$ cat src/rtl/cmdirq_pkg.sv
package cmdirq_pkg;

    typedef enum logic [1:0] {
        ST_OFF   = 2'd0,
        ST_RUN   = 2'd1,
        ST_DRAIN = 2'd2
    } run_state_e;

    localparam int BYTE_W      = 8;
    localparam int PAGE_W      = 2;
    localparam int RDMA_W      = 3;

    // command byte fields (decoded by the host driver, so positions are fixed)
    localparam int CMD_STOP    = 0;
    localparam int CMD_START   = 1;
    localparam int CMD_TXREQ   = 2;
    localparam int CMD_RDMA_LO = 3;
    localparam int CMD_PAGE_LO = CMD_RDMA_LO + RDMA_W;

    // sticky status event positions
    localparam int EV_RXOK     = 0;
    localparam int EV_TXOK     = 1;
    localparam int EV_RXERR    = 2;
    localparam int EV_TXERR    = 3;
    localparam int EV_OVW      = 4;
    localparam int EV_CNT      = 5;
    localparam int EV_RDMA     = 6;
    localparam int NUM_EV      = 7;
    localparam int STS_RST     = NUM_EV;

endpackage

$ cat src/rtl/cmd_ctrl.sv
module cmd_ctrl
    import cmdirq_pkg::*;
(
    input  logic                clk,
    input  logic                rst_n,
    input  logic                cmd_wr_i,
    input  logic [BYTE_W-1:0]   wr_data_i,
    input  logic                busy_i,
    input  logic                tx_end_i,
    output logic [BYTE_W-1:0]   cmd_byte_o,
    output logic [PAGE_W-1:0]   page_o,
    output logic [RDMA_W-1:0]   rdma_o,
    output logic                online_o,
    output logic                offline_o,
    output logic                tx_req_o,
    output logic                start_cmd_o
);

    typedef struct packed {
        run_state_e         state;
        logic               stop_bit;
        logic               start_bit;
        logic               tx_req;
        logic [RDMA_W-1:0]  rdma;
        logic [PAGE_W-1:0]  page;
    } cmd_regs_t;

    cmd_regs_t cur_q, nxt_d;
    logic      stop_req;
    logic      start_req;

    assign stop_req  = cmd_wr_i & wr_data_i[CMD_STOP];
    assign start_req = cmd_wr_i & ~wr_data_i[CMD_STOP] & wr_data_i[CMD_START];

    always_comb begin
        nxt_d = cur_q;

        if (cmd_wr_i) begin
            nxt_d.stop_bit  = wr_data_i[CMD_STOP];
            nxt_d.start_bit = wr_data_i[CMD_START];
            nxt_d.rdma      = wr_data_i[CMD_RDMA_LO +: RDMA_W];
            nxt_d.page      = wr_data_i[CMD_PAGE_LO +: PAGE_W];
        end

        // run state: stop outranks start; draining waits for the frame in flight
        if (stop_req) begin
            if (cur_q.state != ST_OFF) begin
                nxt_d.state = busy_i ? ST_DRAIN : ST_OFF;
            end
        end else if (start_req) begin
            nxt_d.state = ST_RUN;
        end else if (cur_q.state == ST_DRAIN && !busy_i) begin
            nxt_d.state = ST_OFF;
        end

        // transmit request: completion clears, a fresh request while running sets
        if (tx_end_i) begin
            nxt_d.tx_req = 1'b0;
        end
        if (cmd_wr_i && wr_data_i[CMD_TXREQ] && nxt_d.state == ST_RUN) begin
            nxt_d.tx_req = 1'b1;
        end
        if (nxt_d.state == ST_OFF) begin
            nxt_d.tx_req = 1'b0;
        end
    end

    always_ff @(posedge clk or negedge rst_n) begin
        if (!rst_n) begin
            cur_q <= '{state: ST_OFF, stop_bit: 1'b1, start_bit: 1'b0,
                       tx_req: 1'b0, rdma: '0, page: '0};
        end else begin
            cur_q <= nxt_d;
        end
    end

    assign cmd_byte_o  = {cur_q.page, cur_q.rdma, cur_q.tx_req,
                          cur_q.start_bit, cur_q.stop_bit};
    assign page_o      = cur_q.page;
    assign rdma_o      = cur_q.rdma;
    assign online_o    = (cur_q.state == ST_RUN);
    assign offline_o   = (cur_q.state == ST_OFF);
    assign tx_req_o    = cur_q.tx_req;
    assign start_cmd_o = start_req;


    drain_hold_chk: assert property (@(posedge clk) disable iff (!rst_n)
        (cur_q.state == ST_DRAIN && busy_i && !cmd_wr_i) |=> (cur_q.state == ST_DRAIN));


    idle_stop_chk: assert property (@(posedge clk) disable iff (!rst_n)
        (cmd_wr_i && wr_data_i[CMD_STOP] && !busy_i) |=> offline_o);


    start_go_chk: assert property (@(posedge clk) disable iff (!rst_n)
        (cmd_wr_i && !wr_data_i[CMD_STOP] && wr_data_i[CMD_START]) |=> online_o);


    tx_end_chk: assert property (@(posedge clk) disable iff (!rst_n)
        (tx_end_i && !cmd_wr_i) |=> !tx_req_o);

endmodule

$ cat src/rtl/irq_status.sv
module irq_status
    import cmdirq_pkg::*;
(
    input  logic                clk,
    input  logic                rst_n,
    input  logic [NUM_EV-1:0]   ev_i,
    input  logic                sts_wr_i,
    input  logic                msk_wr_i,
    input  logic [NUM_EV-1:0]   wr_bits_i,
    input  logic                offline_i,
    input  logic                start_cmd_i,
    input  logic                drain_i,
    output logic [BYTE_W-1:0]   sts_o,
    output logic [BYTE_W-1:0]   msk_o,
    output logic                irq_o
);

    typedef struct packed {
        logic [NUM_EV-1:0] sts;
        logic [NUM_EV-1:0] msk;
        logic              ovw_lock;
    } irq_regs_t;

    irq_regs_t         cur_q, nxt_d;
    logic [NUM_EV-1:0] clr_bits;
    logic [NUM_EV-1:0] live_bits;

    always_comb begin
        nxt_d    = cur_q;
        clr_bits = sts_wr_i ? wr_bits_i : '0;

        // set outranks clear so no event is lost
        nxt_d.sts = (cur_q.sts & ~clr_bits) | ev_i;

        if (msk_wr_i) begin
            nxt_d.msk = wr_bits_i;
        end

        if (ev_i[EV_OVW]) begin
            nxt_d.ovw_lock = 1'b1;
        end else if (drain_i || start_cmd_i) begin
            nxt_d.ovw_lock = 1'b0;
        end
    end

    always_ff @(posedge clk or negedge rst_n) begin
        if (!rst_n) begin
            cur_q <= '0;
        end else begin
            cur_q <= nxt_d;
        end
    end

    for (genvar gi = 0; gi < NUM_EV; gi++) begin : g_gate
        assign live_bits[gi] = cur_q.sts[gi] & cur_q.msk[gi];
    end

    assign irq_o = |live_bits;
    assign sts_o = {offline_i | cur_q.ovw_lock, cur_q.sts};
    assign msk_o = {1'b0, cur_q.msk};


    ev_set_chk: assert property (@(posedge clk) disable iff (!rst_n)
        (ev_i != '0) |=> ((cur_q.sts & $past(ev_i)) == $past(ev_i)));


    w1c_chk: assert property (@(posedge clk) disable iff (!rst_n)
        (sts_wr_i && ev_i == '0) |=> ((cur_q.sts & $past(wr_bits_i)) == '0));


    ovw_rst_chk: assert property (@(posedge clk) disable iff (!rst_n)
        ev_i[EV_OVW] |=> sts_o[STS_RST]);


    irq_quiet_chk: assert property (@(posedge clk) disable iff (!rst_n)
        (cur_q.msk == '0) |-> !irq_o);

endmodule

$ cat src/rtl/tally_edge.sv
module tally_edge #(
    parameter int NUM_TALLY = 3
) (
    input  logic                 clk,
    input  logic                 rst_n,
    input  logic [NUM_TALLY-1:0] tally_i,
    output logic                 rise_o
);

    logic [NUM_TALLY-1:0] prev_d, prev_q;
    logic [NUM_TALLY-1:0] edge_bits;

    always_comb begin
        prev_d = tally_i;
    end

    always_ff @(posedge clk or negedge rst_n) begin
        if (!rst_n) begin
            prev_q <= '0;
        end else begin
            prev_q <= prev_d;
        end
    end

    for (genvar gi = 0; gi < NUM_TALLY; gi++) begin : g_edge
        assign edge_bits[gi] = tally_i[gi] & ~prev_q[gi];
    end

    assign rise_o = |edge_bits;

endmodule

$ cat src/rtl/cmd_irq_ctrl.sv
module cmd_irq_ctrl
    import cmdirq_pkg::*;
#(
    parameter int NUM_TALLY = 3
) (
    input  logic                 clk,
    input  logic                 rst_n,
    input  logic                 cmd_wr,
    input  logic                 sts_wr,
    input  logic                 msk_wr,
    input  logic [7:0]           wr_data,
    input  logic                 rx_busy,
    input  logic                 tx_busy,
    input  logic                 rx_ok_ev,
    input  logic                 tx_ok_ev,
    input  logic                 rx_err_ev,
    input  logic                 tx_err_ev,
    input  logic                 ring_ovw_ev,
    input  logic                 ring_drain_ev,
    input  logic                 rdma_done_ev,
    input  logic [NUM_TALLY-1:0] tally_msb,
    output logic [7:0]           cmd_rdata,
    output logic [7:0]           sts_rdata,
    output logic [7:0]           msk_rdata,
    output logic [1:0]           page_o,
    output logic [2:0]           rdma_cmd_o,
    output logic                 online_o,
    output logic                 tx_req_o,
    output logic                 irq_o
);

    logic              busy;
    logic              tx_end;
    logic              offline;
    logic              start_cmd;
    logic              cnt_rise;
    logic [NUM_EV-1:0] ev_vec;

    assign busy   = rx_busy | tx_busy;
    assign tx_end = tx_ok_ev | tx_err_ev;

    cmd_ctrl u_cmd (
        .clk         (clk),
        .rst_n       (rst_n),
        .cmd_wr_i    (cmd_wr),
        .wr_data_i   (wr_data),
        .busy_i      (busy),
        .tx_end_i    (tx_end),
        .cmd_byte_o  (cmd_rdata),
        .page_o      (page_o),
        .rdma_o      (rdma_cmd_o),
        .online_o    (online_o),
        .offline_o   (offline),
        .tx_req_o    (tx_req_o),
        .start_cmd_o (start_cmd)
    );

    tally_edge #(.NUM_TALLY(NUM_TALLY)) u_tally (
        .clk     (clk),
        .rst_n   (rst_n),
        .tally_i (tally_msb),
        .rise_o  (cnt_rise)
    );

    always_comb begin
        ev_vec           = '0;
        ev_vec[EV_RXOK]  = rx_ok_ev;
        ev_vec[EV_TXOK]  = tx_ok_ev;
        ev_vec[EV_RXERR] = rx_err_ev;
        ev_vec[EV_TXERR] = tx_err_ev;
        ev_vec[EV_OVW]   = ring_ovw_ev;
        ev_vec[EV_CNT]   = cnt_rise;
        ev_vec[EV_RDMA]  = rdma_done_ev;
    end

    irq_status u_irq (
        .clk         (clk),
        .rst_n       (rst_n),
        .ev_i        (ev_vec),
        .sts_wr_i    (sts_wr),
        .msk_wr_i    (msk_wr),
        .wr_bits_i   (wr_data[NUM_EV-1:0]),
        .offline_i   (offline),
        .start_cmd_i (start_cmd),
        .drain_i     (ring_drain_ev),
        .sts_o       (sts_rdata),
        .msk_o       (msk_rdata),
        .irq_o       (irq_o)
    );


    reset_quiet_chk: assert property (@(posedge clk) disable iff (!rst_n)
        (!online_o) |-> !tx_req_o || !offline);

endmodule

$ cat config.mk
export PLATFORM = sky130hd
export DESIGN_NAME = cmd_irq_ctrl
export DESIGN_NICKNAME = d
export VERILOG_FILES = /design/src/rtl/cmdirq_pkg.sv /design/src/rtl/cmd_ctrl.sv /design/src/rtl/irq_status.sv /design/src/rtl/tally_edge.sv /design/src/rtl/cmd_irq_ctrl.sv
export SDC_FILE = /design/constraint.sdc
export NUM_CORES = 1
export LEC_CHECK = 0
export BUFFER_PORTS_ARGS = -buffer_cell sky130_fd_sc_hd__buf_2
export CORE_MARGIN = 2
export CORE_UTILIZATION = 47
export DETAILED_ROUTE_END_ITERATION = 12
export GPL_TIMING_DRIVEN = 1
export PLACE_DENSITY = 0.86
export SETUP_SLACK_MARGIN = 0.5
export SKIP_LAST_GASP = 1
export SYNTH_ARGS = -nofsm -noshare
export SYNTH_HDL_FRONTEND = slang
export SYNTH_SLANG_ARGS = --single-unit
$ cat constraint.sdc
create_clock -name clk -period 1.3 [get_ports clk]
set_input_delay 0.065 -clock clk [delete_from_list [all_inputs] [get_ports clk]]
set_output_delay 0.065 -clock clk [all_outputs]
set_load 0.02 [all_outputs]
==> out/results.md <==
| Metric | This run | Unit |
|:---|:---|:---|
| Clock sinks | 28 | - |
| Average wire per cell in the routed design | 16.7 | um |
| Detailed Routing Iterations Pass 1 | 4 | - |
| WP data arrival | 1480 | ps |
| Yosys Warn Count | 0 | - |
| Post-Synth XOR/XNOR Area | 0 | % |
| Remaining antenna violation count after routing | 0 | - |
| Post-route fraction of the period consumed by the critical path | 119 | % |
| Final count of hold timing violations | 0 | - |
| CP Data Required Time | 1240 | ps |
| Clock Tree Root | sky130_fd_sc_hd__clkbuf_4 | - |
| Clock H-tree levels | 1 | - |
| Routability cong. | 0.815 | - |
| Ys flop type | sky130_fd_sc_hd__dfrtp_1 | - |
| Adder and majority cell fraction of the synthesized area | 0 | % |
| Final number of max-transition violations | 0 | - |
| Fmax | 0.647 | GHz |
| Reg-to-reg setup timing slack | 200 | ps |
| Simple-gate portion of the synthesized area | 6.09 | % |
| Fill cell instance count of the final layout | 187 | - |
| Violated checks | setup timing | - |
| Number of instances in the synthesized netlist | 119 | - |
| Post-synthesis instance area | 1360 | sq um |
| Share of cell area taken by muxes after synthesis | 9.96 | % |
| Synthesized-area fraction occupied by ao, oa, aoi and oai cells | 13.6 | % |
| Net count after synthesis | 144 | - |
| Type of element capturing the critical path | primary output | - |
| Maximum fanout encountered on the critical timing path | 2 | - |
| # IOs | 57 | - |
| Number of vias after detailed routing | 1089 | - |
| Final instance count without filler cells | 208 | - |
| Largest family of logic cells by synthesized area | buffers and inverters | - |
| EDFF count, synth | 0 | - |
| Growth of design area from synthesis to finish | 44.5 | % |
| Number of cell rows | 19 | - |
| Pre-CTS setup slack | 253 | ps |
| Setup repair after global routing missed its margin | true | - |
| Leak | 0.939 | nW |
| Chip height | 57.7 | um |
| Total Wirelength | 3480 | um |
| DRC violation count after routing | 0 | - |
| Vias in the first global route | 1059 | - |
| Remaining global-route overflow | 0 | - |
| Max cap viols | 0 | - |
| Final Net Count | 203 | - |
| Number of diodes added for antenna fixing | 0 | - |
| Setup slack after layout | -245 | ps |
| Result of the run | complete, but fails checks | - |
| Class of the worst hold path | primary input to flip-flop | - |
| Sequential-to-total area share from yosys stat | 51.8 | % |
| Via-to-Cell Ratio | 5.24 | - |
| Avg Synthesized Cell Area | 11.4 | sq um |
| Initial core utilization | 49.2 | % |
| Half-perimeter wire length after placement | 1940 | um |
| Post-Place Cells | 175 | - |
| Placeable core region | 2760 | sq um |
| WS Path Type | flip-flop to primary output | - |
| Clock tree skew after final layout | 0.983 | ps |
| Share of async-settable or async-resettable flops after synthesis | 100 | % |
| Unique cell type count in the Yosys netlist | 28 | - |
| Clock latency at the later pin of the worst-skew pair | 340 | ps |
| Maximum vdd ir drop | 0.000766 | V |
| IO buf count | 55 | - |
| Total clock buffers created by CTS | 3 | - |
| Die footprint | 3330 | sq um |
| Clock transition time at the flip-flop clock pins of the worst setup and hold paths | 150 | ps |
| Setup crit start kind | flip-flop | - |
| Setup Viol. Count Final | 1 | - |
| Pin count of the biggest net entering global routing | 29 | - |
| Final critical delay including setup and external delays | 1540 | ps |
| FF+latch count, synth | 28 | - |
| Antenna violations before repair | 0 | - |
| Total global routing track utilization | 20.1 | % |
| First-pass GRT wire length | 5150 | um |
| DIE WIDTH | 57.7 | um |
| Power density over cell area | 1100 | nW/um^2 |
| Clock tree from TritonCTS | built | - |
| Maximum root-to-sink buffer count | 2 | - |
| 1st-iter DRT viols | 39 | - |
| Share of final-layout standard cells stronger than drive strength 1 | 56.5 | % |
-- per-layer routing --
metal  track usage, %  vias up  routed length [um]
met1             26.5      547                1360
met5                0        -                   0
met2             33.3       41                1850
li1                 -      492                   -
met4             8.31        0                  93
met3             3.13        9                 181
-- layout make-up --
class	count	area [sq um]	share of cell area [%]
Tap cell	31	38.8	1.98
Timing Repair Buffer	84	689	35.2
Inverter	6	22.5	1.15
Sequential cell	28	706	36.0
Clock buffer	4	36.3	1.85
Multi-Input combinational cell	55	467	23.8
-- cells in the mapped netlist (2+ instances only) --
cell	number	area, sq um
sky130_fd_sc_hd__a21o_1	7	52.6
sky130_fd_sc_hd__a22oi_1	3	22.5
sky130_fd_sc_hd__buf_4	28	210
sky130_fd_sc_hd__dfrtp_1	27	676
sky130_fd_sc_hd__inv_1	6	22.5
sky130_fd_sc_hd__mux2_2	12	135
sky130_fd_sc_hd__nand2_1	8	30.0
sky130_fd_sc_hd__nor2_1	2	7.51
sky130_fd_sc_hd__nor2b_1	2	12.5
sky130_fd_sc_hd__o21ai_0	5	25.0
sky130_fd_sc_hd__o22ai_1	2	12.5
-- state kept, by name, summed over array words and instances, names as in the netlist --
name / cells
u_irq.msk_o: 7
u_irq.sts_o: 7
u_cmd.rdma_o: 3
u_tally.prev_q: 3
u_cmd.cmd_byte_o: 2
u_cmd.cur_q: 2
u_cmd.page_o: 2
u_cmd.tx_req_o: 1
u_irq.cur_q: 1
-- cells in the final DEF, fill, tap and decap left out, drive strengths merged, types with 3 or more instances in the layout --
cell	count
inv	6
a21o	7
nand2	9
o21ai	5
clkbuf	5
dfrtp	27
dlygate4sd3	17
buf	66
mux2	12
a22oi	3
-- power breakdown --
part           switching, W  internal, W  leakage [nW]
clock network      0.000265     0.000172        0.0210
logic              0.000317     0.000365         0.605
registers         0.0000805     0.000954         0.313
-- cell families after synthesis --
family,count (synthesis)
AO/OA/AOI/OAI,25
multiplexers,12
buffers and inverters,36
flip-flops,28
AND/OR/NAND/NOR,17
other,1
-- repair_timing --
| item | 4_1_cts | 5_1_grt |
|---|---|---|
| setup buffers | 6 | 6 |
| endpoints found under the hold margin | 48 | 0 |
| gates resized for setup | 46 | 23 |
| setup endpoints to repair | 34 | 48 |
| hold buffers | 17 | 0 |
| pin swaps | 6 | 1 |
-- critical path: stages, from the launching register on --
cell                       delay [ps]
sky130_fd_sc_hd__dfrtp_1          420
sky130_fd_sc_hd__a222oi_1         420
sky130_fd_sc_hd__nand3_1          110
sky130_fd_sc_hd__buf_2            180
-- final timing paths --
check | startpoint | end | cells after the start
max | u_irq.sts_o[3]$_DFF_PN0_ | irq_o | 3
min | wr_data[0] | u_cmd.cmd_byte_o[0]$_DFFE_PN1P_ | 3
max reg2reg | u_cmd.cur_q[9]$_DFF_PN0_ | u_cmd.cur_q[9]$_DFF_PN0_ | 4
min reg2reg | u_cmd.cmd_byte_o[0]$_DFFE_PN1P_ | u_cmd.cmd_byte_o[0]$_DFFE_PN1P_ | 2
max in group asynchronous | rst_n | u_cmd.cmd_byte_o[0]$_DFFE_PN1P_ | 2
min in group asynchronous | rst_n | u_irq.msk_o[0]$_DFFE_PN0P_ | 2
-- metrics by stage --
stage / total power (W) / hold WS (ps) / cell area, sq um / utilization [%] / TNS, ps
3_5_place_dp: 0.00146 / 120 / 1450 / 52.4 / 0
3_3_place_gp: 0.00145 / 105 / 1450 / 52.4 / 0
6_report: 0.00215 / 29.0 / 1960 / 71.1 / -245
5_1_grt: 0.00226 / 11.0 / 1960 / 71.1 / -303
4_1_cts: 0.00206 / 22.3 / 1840 / 66.8 / -103
2_1_floorplan: 0.00138 / -231 / 1360 / - / 0
(Power assumes the default switching activity.)
